==> config.mk <==
export PLATFORM = sky130hd
export DESIGN_NAME = rtcRegSlave
export DESIGN_NICKNAME = d
export VERILOG_FILES = /design/src/rtl/rtcSlavePkg.sv /design/src/rtl/rtcSlaveCtrl.sv /design/src/rtl/rtcSlaveDatapath.sv /design/src/rtl/rtcRegSlave.sv
export SDC_FILE = /design/constraint.sdc
export NUM_CORES = 1
export LEC_CHECK = 0
export ABC_CLOCK_PERIOD_IN_PS = 2190
export BUFFER_PORTS_ARGS = -buffer_cell sky130_fd_sc_hd__buf_2
export CORE_MARGIN = 3
export CORE_UTILIZATION = 36
export CTS_CLUSTER_DIAMETER = 60
export DETAILED_ROUTE_END_ITERATION = 7
export GPL_TIMING_DRIVEN = 0
export PLACE_DENSITY = 0.55
export SLEW_MARGIN = 20
export SYNTH_ARGS = -nofsm -noshare
export SYNTH_HDL_FRONTEND = slang
export SYNTH_SLANG_ARGS = --single-unit
==> constraint.sdc <==
create_clock -name clk -period 2.19 [get_ports clk]
set_input_delay 0.438 -clock clk [delete_from_list [all_inputs] [get_ports clk]]
set_output_delay 0.438 -clock clk [all_outputs]
set_load 0.05 [all_outputs]
==> src/rtl/rtcSlavePkg.sv <==
package rtcSlavePkg;

  typedef enum logic [2:0] {
    ST_IDLE, ST_RX, ST_ACK, ST_WDONE, ST_TX, ST_MACK, ST_WAIT, ST_BUSY
  } ctrlStateT;

  typedef enum logic [1:0] {
    FLD_SLAVE, FLD_WAHI, FLD_WALO, FLD_DATA
  } fieldT;

  // control -> datapath strobes
  typedef struct packed {
    logic clrBits;
    logic bitInc;
    logic rxShift;
    logic saveHi;
    logic loadPtr;
    logic incPtr;
    logic loadTx;
    logic txShift;
    logic grabAck;
    logic commit;
    logic ackOut;
    logic txEn;
  } strobeT;

  // datapath -> control events and flags
  typedef struct packed {
    logic       sclRise;
    logic       sclFall;
    logic       startSeen;
    logic       stopSeen;
    logic       byteFull;
    logic [7:0] rxByte;
    logic       addrOk;
    logic       busyDone;
    logic       masterAck;
  } eventT;

endpackage

==> src/rtl/rtcSlaveCtrl.sv <==
module rtcSlaveCtrl
  import rtcSlavePkg::*;
#(
  parameter logic [6:0] DEV_ID = 7'h6F
) (
  input  logic   clk,
  input  logic   rstN,
  input  eventT  ev,
  output strobeT stb,
  output logic   busy
);

  ctrlStateT state, stateNxt;
  fieldT     field, fieldNxt;
  logic      ackOn, ackOnNxt;
  logic      isRead, isReadNxt;

  always_comb begin
    stb       = '0;
    stateNxt  = state;
    fieldNxt  = field;
    ackOnNxt  = ackOn;
    isReadNxt = isRead;
    stb.ackOut = (state == ST_ACK) && ackOn;
    stb.txEn   = (state == ST_TX);

    if (state == ST_BUSY) begin
      // deaf to the bus until the write cycle ends
      if (ev.busyDone) stateNxt = ST_IDLE;
    end else if (ev.stopSeen) begin
      if (state == ST_WDONE) begin
        stb.commit = 1'b1;
        stateNxt   = ST_BUSY;
      end else begin
        stateNxt = ST_IDLE;
      end
    end else if (ev.startSeen) begin
      stateNxt    = ST_RX;
      fieldNxt    = FLD_SLAVE;
      stb.clrBits = 1'b1;
    end else begin
      case (state)
        ST_RX: begin
          if (ev.sclRise && !ev.byteFull) begin
            stb.rxShift = 1'b1;
            stb.bitInc  = 1'b1;
          end
          if (ev.sclFall && ev.byteFull) begin
            stateNxt = ST_ACK;
            case (field)
              FLD_SLAVE: begin
                ackOnNxt  = (ev.rxByte[7:1] == DEV_ID);
                isReadNxt = ev.rxByte[0];
              end
              FLD_WAHI: begin
                ackOnNxt   = 1'b1;
                stb.saveHi = 1'b1;
              end
              FLD_WALO: begin
                ackOnNxt    = ev.addrOk;
                stb.loadPtr = ev.addrOk;
              end
              default: ackOnNxt = 1'b1;
            endcase
          end
        end
        ST_ACK: begin
          if (ev.sclFall) begin
            stb.clrBits = 1'b1;
            if (!ackOn) begin
              stateNxt = ST_WAIT;
            end else begin
              case (field)
                FLD_SLAVE: begin
                  if (isRead) begin
                    stb.loadTx = 1'b1;
                    stateNxt   = ST_TX;
                  end else begin
                    fieldNxt = FLD_WAHI;
                    stateNxt = ST_RX;
                  end
                end
                FLD_WAHI: begin
                  fieldNxt = FLD_WALO;
                  stateNxt = ST_RX;
                end
                FLD_WALO: begin
                  fieldNxt = FLD_DATA;
                  stateNxt = ST_RX;
                end
                default: stateNxt = ST_WDONE;
              endcase
            end
          end
        end
        ST_TX: begin
          if (ev.sclRise && !ev.byteFull) stb.bitInc = 1'b1;
          if (ev.sclFall) begin
            if (ev.byteFull) begin
              stb.incPtr = 1'b1;
              stateNxt   = ST_MACK;
            end else begin
              stb.txShift = 1'b1;
            end
          end
        end
        ST_MACK: begin
          if (ev.sclRise) stb.grabAck = 1'b1;
          if (ev.sclFall) begin
            if (ev.masterAck) begin
              stb.loadTx  = 1'b1;
              stb.clrBits = 1'b1;
              stateNxt    = ST_TX;
            end else begin
              stateNxt = ST_WAIT;
            end
          end
        end
        default: ;
      endcase
    end
  end

  always_ff @(posedge clk or negedge rstN) begin
    if (!rstN) begin
      state  <= ST_IDLE;
      field  <= FLD_SLAVE;
      ackOn  <= 1'b0;
      isRead <= 1'b0;
    end else begin
      state  <= stateNxt;
      field  <= fieldNxt;
      ackOn  <= ackOnNxt;
      isRead <= isReadNxt;
    end
  end

  assign busy = (state == ST_BUSY);

endmodule

==> src/rtl/rtcSlaveDatapath.sv <==
module rtcSlaveDatapath
  import rtcSlavePkg::*;
#(
  parameter int ADDR_W      = 6,
  parameter int BUSY_CYCLES = 64
) (
  input  logic              clk,
  input  logic              rstN,
  input  logic              sclIn,
  input  logic              sdaIn,
  input  strobeT            stb,
  output eventT             ev,
  output logic              sdaOe,
  output logic              regWe,
  output logic [ADDR_W-1:0] regWrAddr,
  output logic [7:0]        regWrData,
  output logic [ADDR_W-1:0] regRdAddr,
  input  logic [7:0]        regRdData
);

  localparam logic [ADDR_W-1:0] STATUS_ADDR = '1;
  localparam int                CNT_W       = $clog2(BUSY_CYCLES + 1);
  localparam logic [CNT_W-1:0]  BUSY_LOAD   = CNT_W'(BUSY_CYCLES - 1);
  localparam logic [7:0]        UNLOCK_A    = 8'h02;
  localparam logic [7:0]        UNLOCK_B    = 8'h06;

  typedef enum logic [1:0] {LK_LOCKED, LK_HALF, LK_OPEN} lockT;

  logic              sclQ, sdaQ;
  logic [3:0]        bitCnt;
  logic [7:0]        rxReg, txReg, waHi;
  logic [ADDR_W-1:0] ptr;
  lockT              lock;
  logic [CNT_W-1:0]  busyCnt;
  logic              masterAckQ;
  logic              atStatus;

  assign atStatus = (ptr == STATUS_ADDR);

  always_comb begin
    ev.sclRise   = sclIn & ~sclQ;
    ev.sclFall   = ~sclIn & sclQ;
    ev.startSeen = sclIn & sclQ & sdaQ & ~sdaIn;
    ev.stopSeen  = sclIn & sclQ & ~sdaQ & sdaIn;
    ev.byteFull  = (bitCnt == 4'd8);
    ev.rxByte    = rxReg;
    ev.addrOk    = (waHi == 8'd0) && ((rxReg >> ADDR_W) == 8'd0);
    ev.busyDone  = (busyCnt == '0);
    ev.masterAck = masterAckQ;
  end

  assign sdaOe     = stb.ackOut | (stb.txEn & ~txReg[7]);
  assign regRdAddr = ptr;

  always_ff @(posedge clk or negedge rstN) begin
    if (!rstN) begin
      sclQ       <= 1'b1;
      sdaQ       <= 1'b1;
      bitCnt     <= '0;
      rxReg      <= '0;
      txReg      <= '0;
      waHi       <= '0;
      ptr        <= '0;
      lock       <= LK_LOCKED;
      busyCnt    <= '0;
      masterAckQ <= 1'b0;
      regWe      <= 1'b0;
      regWrAddr  <= '0;
      regWrData  <= '0;
    end else begin
      sclQ  <= sclIn;
      sdaQ  <= sdaIn;
      regWe <= 1'b0;

      if (stb.clrBits)     bitCnt <= '0;
      else if (stb.bitInc) bitCnt <= bitCnt + 4'd1;

      if (stb.rxShift) rxReg <= {rxReg[6:0], sdaIn};
      if (stb.saveHi)  waHi  <= rxReg;

      if (stb.loadTx)       txReg <= regRdData;
      else if (stb.txShift) txReg <= {txReg[6:0], 1'b0};

      if (stb.grabAck) masterAckQ <= ~sdaIn;

      if (stb.loadPtr)                    ptr <= rxReg[ADDR_W-1:0];
      else if (stb.incPtr || stb.commit) ptr <= ptr + 1'b1;

      if (stb.commit) begin
        regWe     <= atStatus || (lock == LK_OPEN);
        regWrAddr <= ptr;
        regWrData <= rxReg;
        if (atStatus) begin
          if (rxReg == UNLOCK_A)                          lock <= LK_HALF;
          else if (rxReg == UNLOCK_B && lock == LK_HALF)  lock <= LK_OPEN;
          else                                            lock <= LK_LOCKED;
        end
      end

      if (stb.commit)           busyCnt <= BUSY_LOAD;
      else if (busyCnt != '0)   busyCnt <= busyCnt - 1'b1;
    end
  end

endmodule

==> src/rtl/rtcRegSlave.sv <==
module rtcRegSlave
  import rtcSlavePkg::*;
#(
  parameter int         ADDR_W      = 6,
  parameter int         BUSY_CYCLES = 64,
  parameter logic [6:0] DEV_ID      = 7'h6F
) (
  input  logic              clk,
  input  logic              rstN,
  input  logic              sclIn,
  input  logic              sdaIn,
  output logic              sdaOe,
  output logic              busy,
  output logic              regWe,
  output logic [ADDR_W-1:0] regWrAddr,
  output logic [7:0]        regWrData,
  output logic [ADDR_W-1:0] regRdAddr,
  input  logic [7:0]        regRdData
);

  strobeT stb;
  eventT  ev;

  rtcSlaveCtrl #(.DEV_ID(DEV_ID)) uCtrl (
    .clk  (clk),
    .rstN (rstN),
    .ev   (ev),
    .stb  (stb),
    .busy (busy)
  );

  rtcSlaveDatapath #(.ADDR_W(ADDR_W), .BUSY_CYCLES(BUSY_CYCLES)) uDp (
    .clk       (clk),
    .rstN      (rstN),
    .sclIn     (sclIn),
    .sdaIn     (sdaIn),
    .stb       (stb),
    .ev        (ev),
    .sdaOe     (sdaOe),
    .regWe     (regWe),
    .regWrAddr (regWrAddr),
    .regWrData (regWrData),
    .regRdAddr (regRdAddr),
    .regRdData (regRdData)
  );

endmodule

## After elaboration in Yosys (flattened, before gate mapping)

Index checks and enable logic that the tools add are counted.

- Logic and storage cells: 150
- Output and inout port bits: 23
- Register bits: 68

- Add/sub/neg operators: 3
- Mux-type cells: 63
- Bitwise operators: 17
- Reductions and logical operators: 28
- Eq/ne operators: 22

Operators with widths:

| cell | count |
|---|---|
| $mux W3 | 13 |
| $mux W8 | 3 |
| $mux W1 | 22 |
| $mux W2 | 10 |
| $logic_not A8 Y1 | 2 |
| $ne A5 B4 Y1 const B | 3 |
| $mux W7 | 2 |
| $reduce_and A7 Y1 | 2 |
| $reduce_bool A2 Y1 | 7 |
| $reduce_bool A7 Y1 | 2 |
| $mux W6 | 2 |
| $pmux W3 S4 | 1 |
| $mux W10 | 1 |
| $ne A5 B5 Y1 const B | 2 |
| $eq A3 B3 Y1 const B | 3 |
| $mux W9 | 1 |
| $and A1 B1 Y1 | 8 |
| $eq A8 B2 Y1 const B | 1 |
| $eq A8 B3 Y1 const B | 1 |
| $mux W4 | 2 |
| $not A1 Y1 | 8 |
| $pmux W1 S2 | 4 |
| $eq A7 B7 Y1 const B | 1 |
| $logic_not A7 Y1 | 1 |
| other kinds (23) | 31 |

## Logic depth before layout (Yosys ltp)

- Word-level depth: 11
- Depth in mapped cells: 7

## Modules after synthesis

From an unflattened synthesis, not the netlist that was laid out.

- Cells, all modules: 310
- Area, all modules: 3433.3 sq um

By module, submodules not included:

| module | instances | area each (sq um) | cells an instance |
|---|---|---|---|
| rtcSlaveDatapath | 1 | 2681.3 | 224 |
| rtcSlaveCtrl | 1 | 752.0 | 86 |

## Least setup slack after synthesis

Ideal clock, no wire load.

- Kind: register to output
- Start: register uCtrl.state[2]
- End: output port sdaOe
- Cell stages (with the launch flop): 4
- Required time: 1.752 ns
- Path slack: -0.304 ns
- Arrival: 2.056 ns
- Cell sequence: dfrtp_1 or3b_1 buf_6 o21ai_0

- Cells in the longest elaborated chain, start to end: 3
- Elaborated cells on any way between the ends: 5
- Those cells by class: eq/ne: 2; bitwise: 2; reduce/logical: 1

Ends and longest elaborated chain:

| what | line | source |
|---|---|---|
| start: declaration | rtcSlaveCtrl.sv:13 | `ctrlStateT state, stateNxt;` |
| start signal: assignment | rtcSlaveCtrl.sv:131 | `state <= stateNxt;` |
| $eq A3 B3 Y1 or $eq A3 B2 Y1 (tied branches) | rtcSlaveCtrl.sv:25, rtcSlaveCtrl.sv:24 |  |
| $and A1 B1 Y1 or $logic_and A1 B1 Y1 (tied branches) | rtcSlaveDatapath.sv:52, rtcSlaveCtrl.sv:24 |  |
| $or A1 B1 Y1 (*) | rtcSlaveDatapath.sv:52 | `assign sdaOe = stb.ackOut \| (stb.txEn & ~txReg[7]);` |
| end: declaration | rtcRegSlave.sv:12 | `output logic sdaOe,` |

Mark *: on every way between the ends. The rest lies on a longest branch, timed or not.

## Worst setup path in the final report

Same ends and word-level chain as after synthesis.

==> run metrics <==
Congestion Overflow GR 0; Multi-input gate area 1680 sq um; total CTS buffers 9; LEAKAGE 0.00196 uW; Post-DP HPWL 5.57 mm; Total GRT Usage 15.0%; GP Congestion 0.825; fin area 4110 sq um; Clock power frac 26.0%; register area share after synthesis 48.8%; Hold Fails Final Rpt 0; PnR worst setup slack 96.1 ps; Initial Utilization 37.5%; Int Power 2730 uW; asr flop ratio synth 100%; commonest cells after routing, fill and taps aside 65 x dfrtp_1, 58 x nand2_1, 34 x buf_2; H-Tree Depth 3; post-synth top area share 47.3%; switching share of power 37.2%; core area 9330 sq um; CTS tree yes; Remaining DRCs 0; IO buf count 34; CP Launch Type flip-flop; Slew Limit Fails 0; number of max-cap violations 0; Worst Path Arrival 1660 ps; status complete, no violations; Hold Path Class input pin to asynchronous set/reset pin; vias per cell 5.16; WP data required 1750 ps; Post-DRT Antenna Nets 0; CTS root buf clkbuf_8; vias post-DR 2,704; Cell Area, Placed 3850 sq um; RSZ-0062 raised after global routing no; clk slew on worst S/H paths 80 ps; Mapped Cells 340; Synthesized Nets 362; synth top area cells dfrtp_1 47%, nand2_1 6.2%, mux2_2 6.1%; Tot Pwr 4350 uW; Crit. End Element primary output; Final Core Density 44.0%; first-pass GRT wire length 13.4 mm; ANT cells 0; number of register bits inferred by synthesis 68; endpoints failing setup 0; final setup skew 9.68 ps; Post-Syn Area 3490 sq um; FF+latch area 1710 sq um; final wirelength 7.99 mm; ratio of cells with drive above 1 in the final layout 25.6%; clock sinks 68; 1st-pass router iterations 4; Longest Clk Path Bufs 2; Skew-Pair Late Insertion Delay 350 ps; Ys Warns 0; pin count of the biggest net entering global routing 39; Slew HR 59.7%; Post-synth EDFFs 0; initial antenna violation count 0; area delta synth->final 17.6%; Setup WS pre-CTS -68.5 ps; Die Footprint 10,900 sq um; Post-Syn Area per Cell 10.3 sq um; Initial DRC Count 104; fin crit share 95.6%; fmax 0.478 GHz; commonest non-fill, non-tap cell in the layout dfrtp_1; num rows 35; vias in the first global route 2,698; share of total power in sequential cells 41.4%; Final nets 412; dominant synthesized flop cell dfrtp_1; IO Count 35; worst hold slack 6.89 ps; Final min period 2090 ps; Pwr Density 1060 nW/um^2; Switch Pwr 1620 uW; worst slew pin tran 600 ps; chip height 105 um; die width 105 um; FILL cells 941; Combinational Power Share 32.6%; synth unique cells 64; Max VDD drop 0.401 mV; WL per Instance 15.2 um; path type of the worst setup path flip-flop to primary output; dominant cell type by area after synthesis dfrtp_1; crit-path max FO 6
## metal layers
metal	share of wire (%)	GRT usage (%)	vias up	wire length, um
met4	0.55	3.42	0	44
li1	-	-	1319	-
met2	48	24.3	60	3860
met1	47	20.1	1319	3720
met5	0	0	-	0
met3	4.6	3.91	6	365
## synth_stat cells (3+ instances only)
library cell / n
and3_1: 3
and2_1: 5
or2_2: 4
o221a_2: 3
and4_1: 3
clkbuf_1: 8
a21oi_1: 9
or4_1: 3
dfrtp_1: 66
a31oi_1: 3
inv_1: 15
nor2b_1: 4
o21ai_0: 17
a211oi_1: 3
xnor2_1: 7
a221o_1: 4
nand3_1: 5
nand2b_1: 8
nor2_1: 9
nor4_1: 3
ha_1: 10
mux2_2: 19
nor3_1: 9
or3_1: 5
nand2_1: 58
## state kept, by name (all words and copies together), names as in the netlist
name / count
uDp.regWrData: 8
uCtrl.ackOn: 1
uCtrl.state: 3
uDp.lock: 2
uDp.masterAckQ: 1
uDp.busyCnt: 7
uDp.waHi: 8
uCtrl.isRead: 1
uDp.regWe: 1
uCtrl.field: 2
uDp.sdaQ: 1
uDp.sclQ: 1
uDp.rxReg: 8
uDp.regWrAddr: 6
uDp.regRdAddr: 6
uDp.txReg: 8
uDp.bitCnt: 4
## power by group through the flow
stage	Combinational (uW)	Sequential, uW	Clock, uW
floorplan	809	1990	0
global placement	1320	1820	0
global route	1560	1850	1230
detailed placement	1350	1820	0
CTS	1360	1810	1180
finish	1420	1800	1130
## metrics by stage
stage | std cells | TNS (ps)
after global routing | 524 | 0
after global placement | 503 | -47.5
after floorplan | 340 | 0
after CTS | 520 | 0
final | 524 | 0
after detailed placement | 504 | -68.5
## worst max-delay path: stages (launching register included)
cell and delay (ps):
dfrtp_2 430, or3b_1 370, buf_6 150, o21ai_1 140
buf_4 220
## kinds of logic after synthesis
group                      Yosys count  synth area share [%]
and+or+nand+nor                    143                  22.8
DFF                                 68                  48.8
AOI/OAI and AO/OA                   63                  12.8
buffers and inverters               27                  3.30
muxes                               21                  6.70
adders and majority gates           10                  3.58
xor gates and xnor gates             8                  2.01
## repair_timing
item | 4_1_cts | 5_1_grt
gates cloned | 0 | 0
setup buffers | 0 | 4
hold buffers | 0 | 0
setup endpoints to repair | 3 | 22
gates resized for setup | 3 | 8
## worst paths after layout
kind,slack [ps],endpoint,cells after the start,from
max in group asynchronous,1630,uCtrl.state[2],2,rstN
min,7,uDp.regWrData[7],1,rstN
max reg2reg,120,uDp.bitCnt[3],7,uDp.bitCnt[0]
max,100,sdaOe,4,uCtrl.state[2]
min in group clk,250,uDp.sdaQ,1,sdaIn
min reg2reg,470,uDp.regWrData[5],2,uDp.regWrData[5]
## layout make-up
class / count / share of cell area [%]
repair buffers: 39 / 5.48
clock inverters: 6 / 2.13
inverters: 15 / 1.37
clock buffers: 10 / 3.11
multi-input cells: 245 / 40.9
well taps: 129 / 3.93
flip-flops and latches: 68 / 41.5
plain buffers: 12 / 1.55
Note: power is estimated with default switching activity, not from simulation.
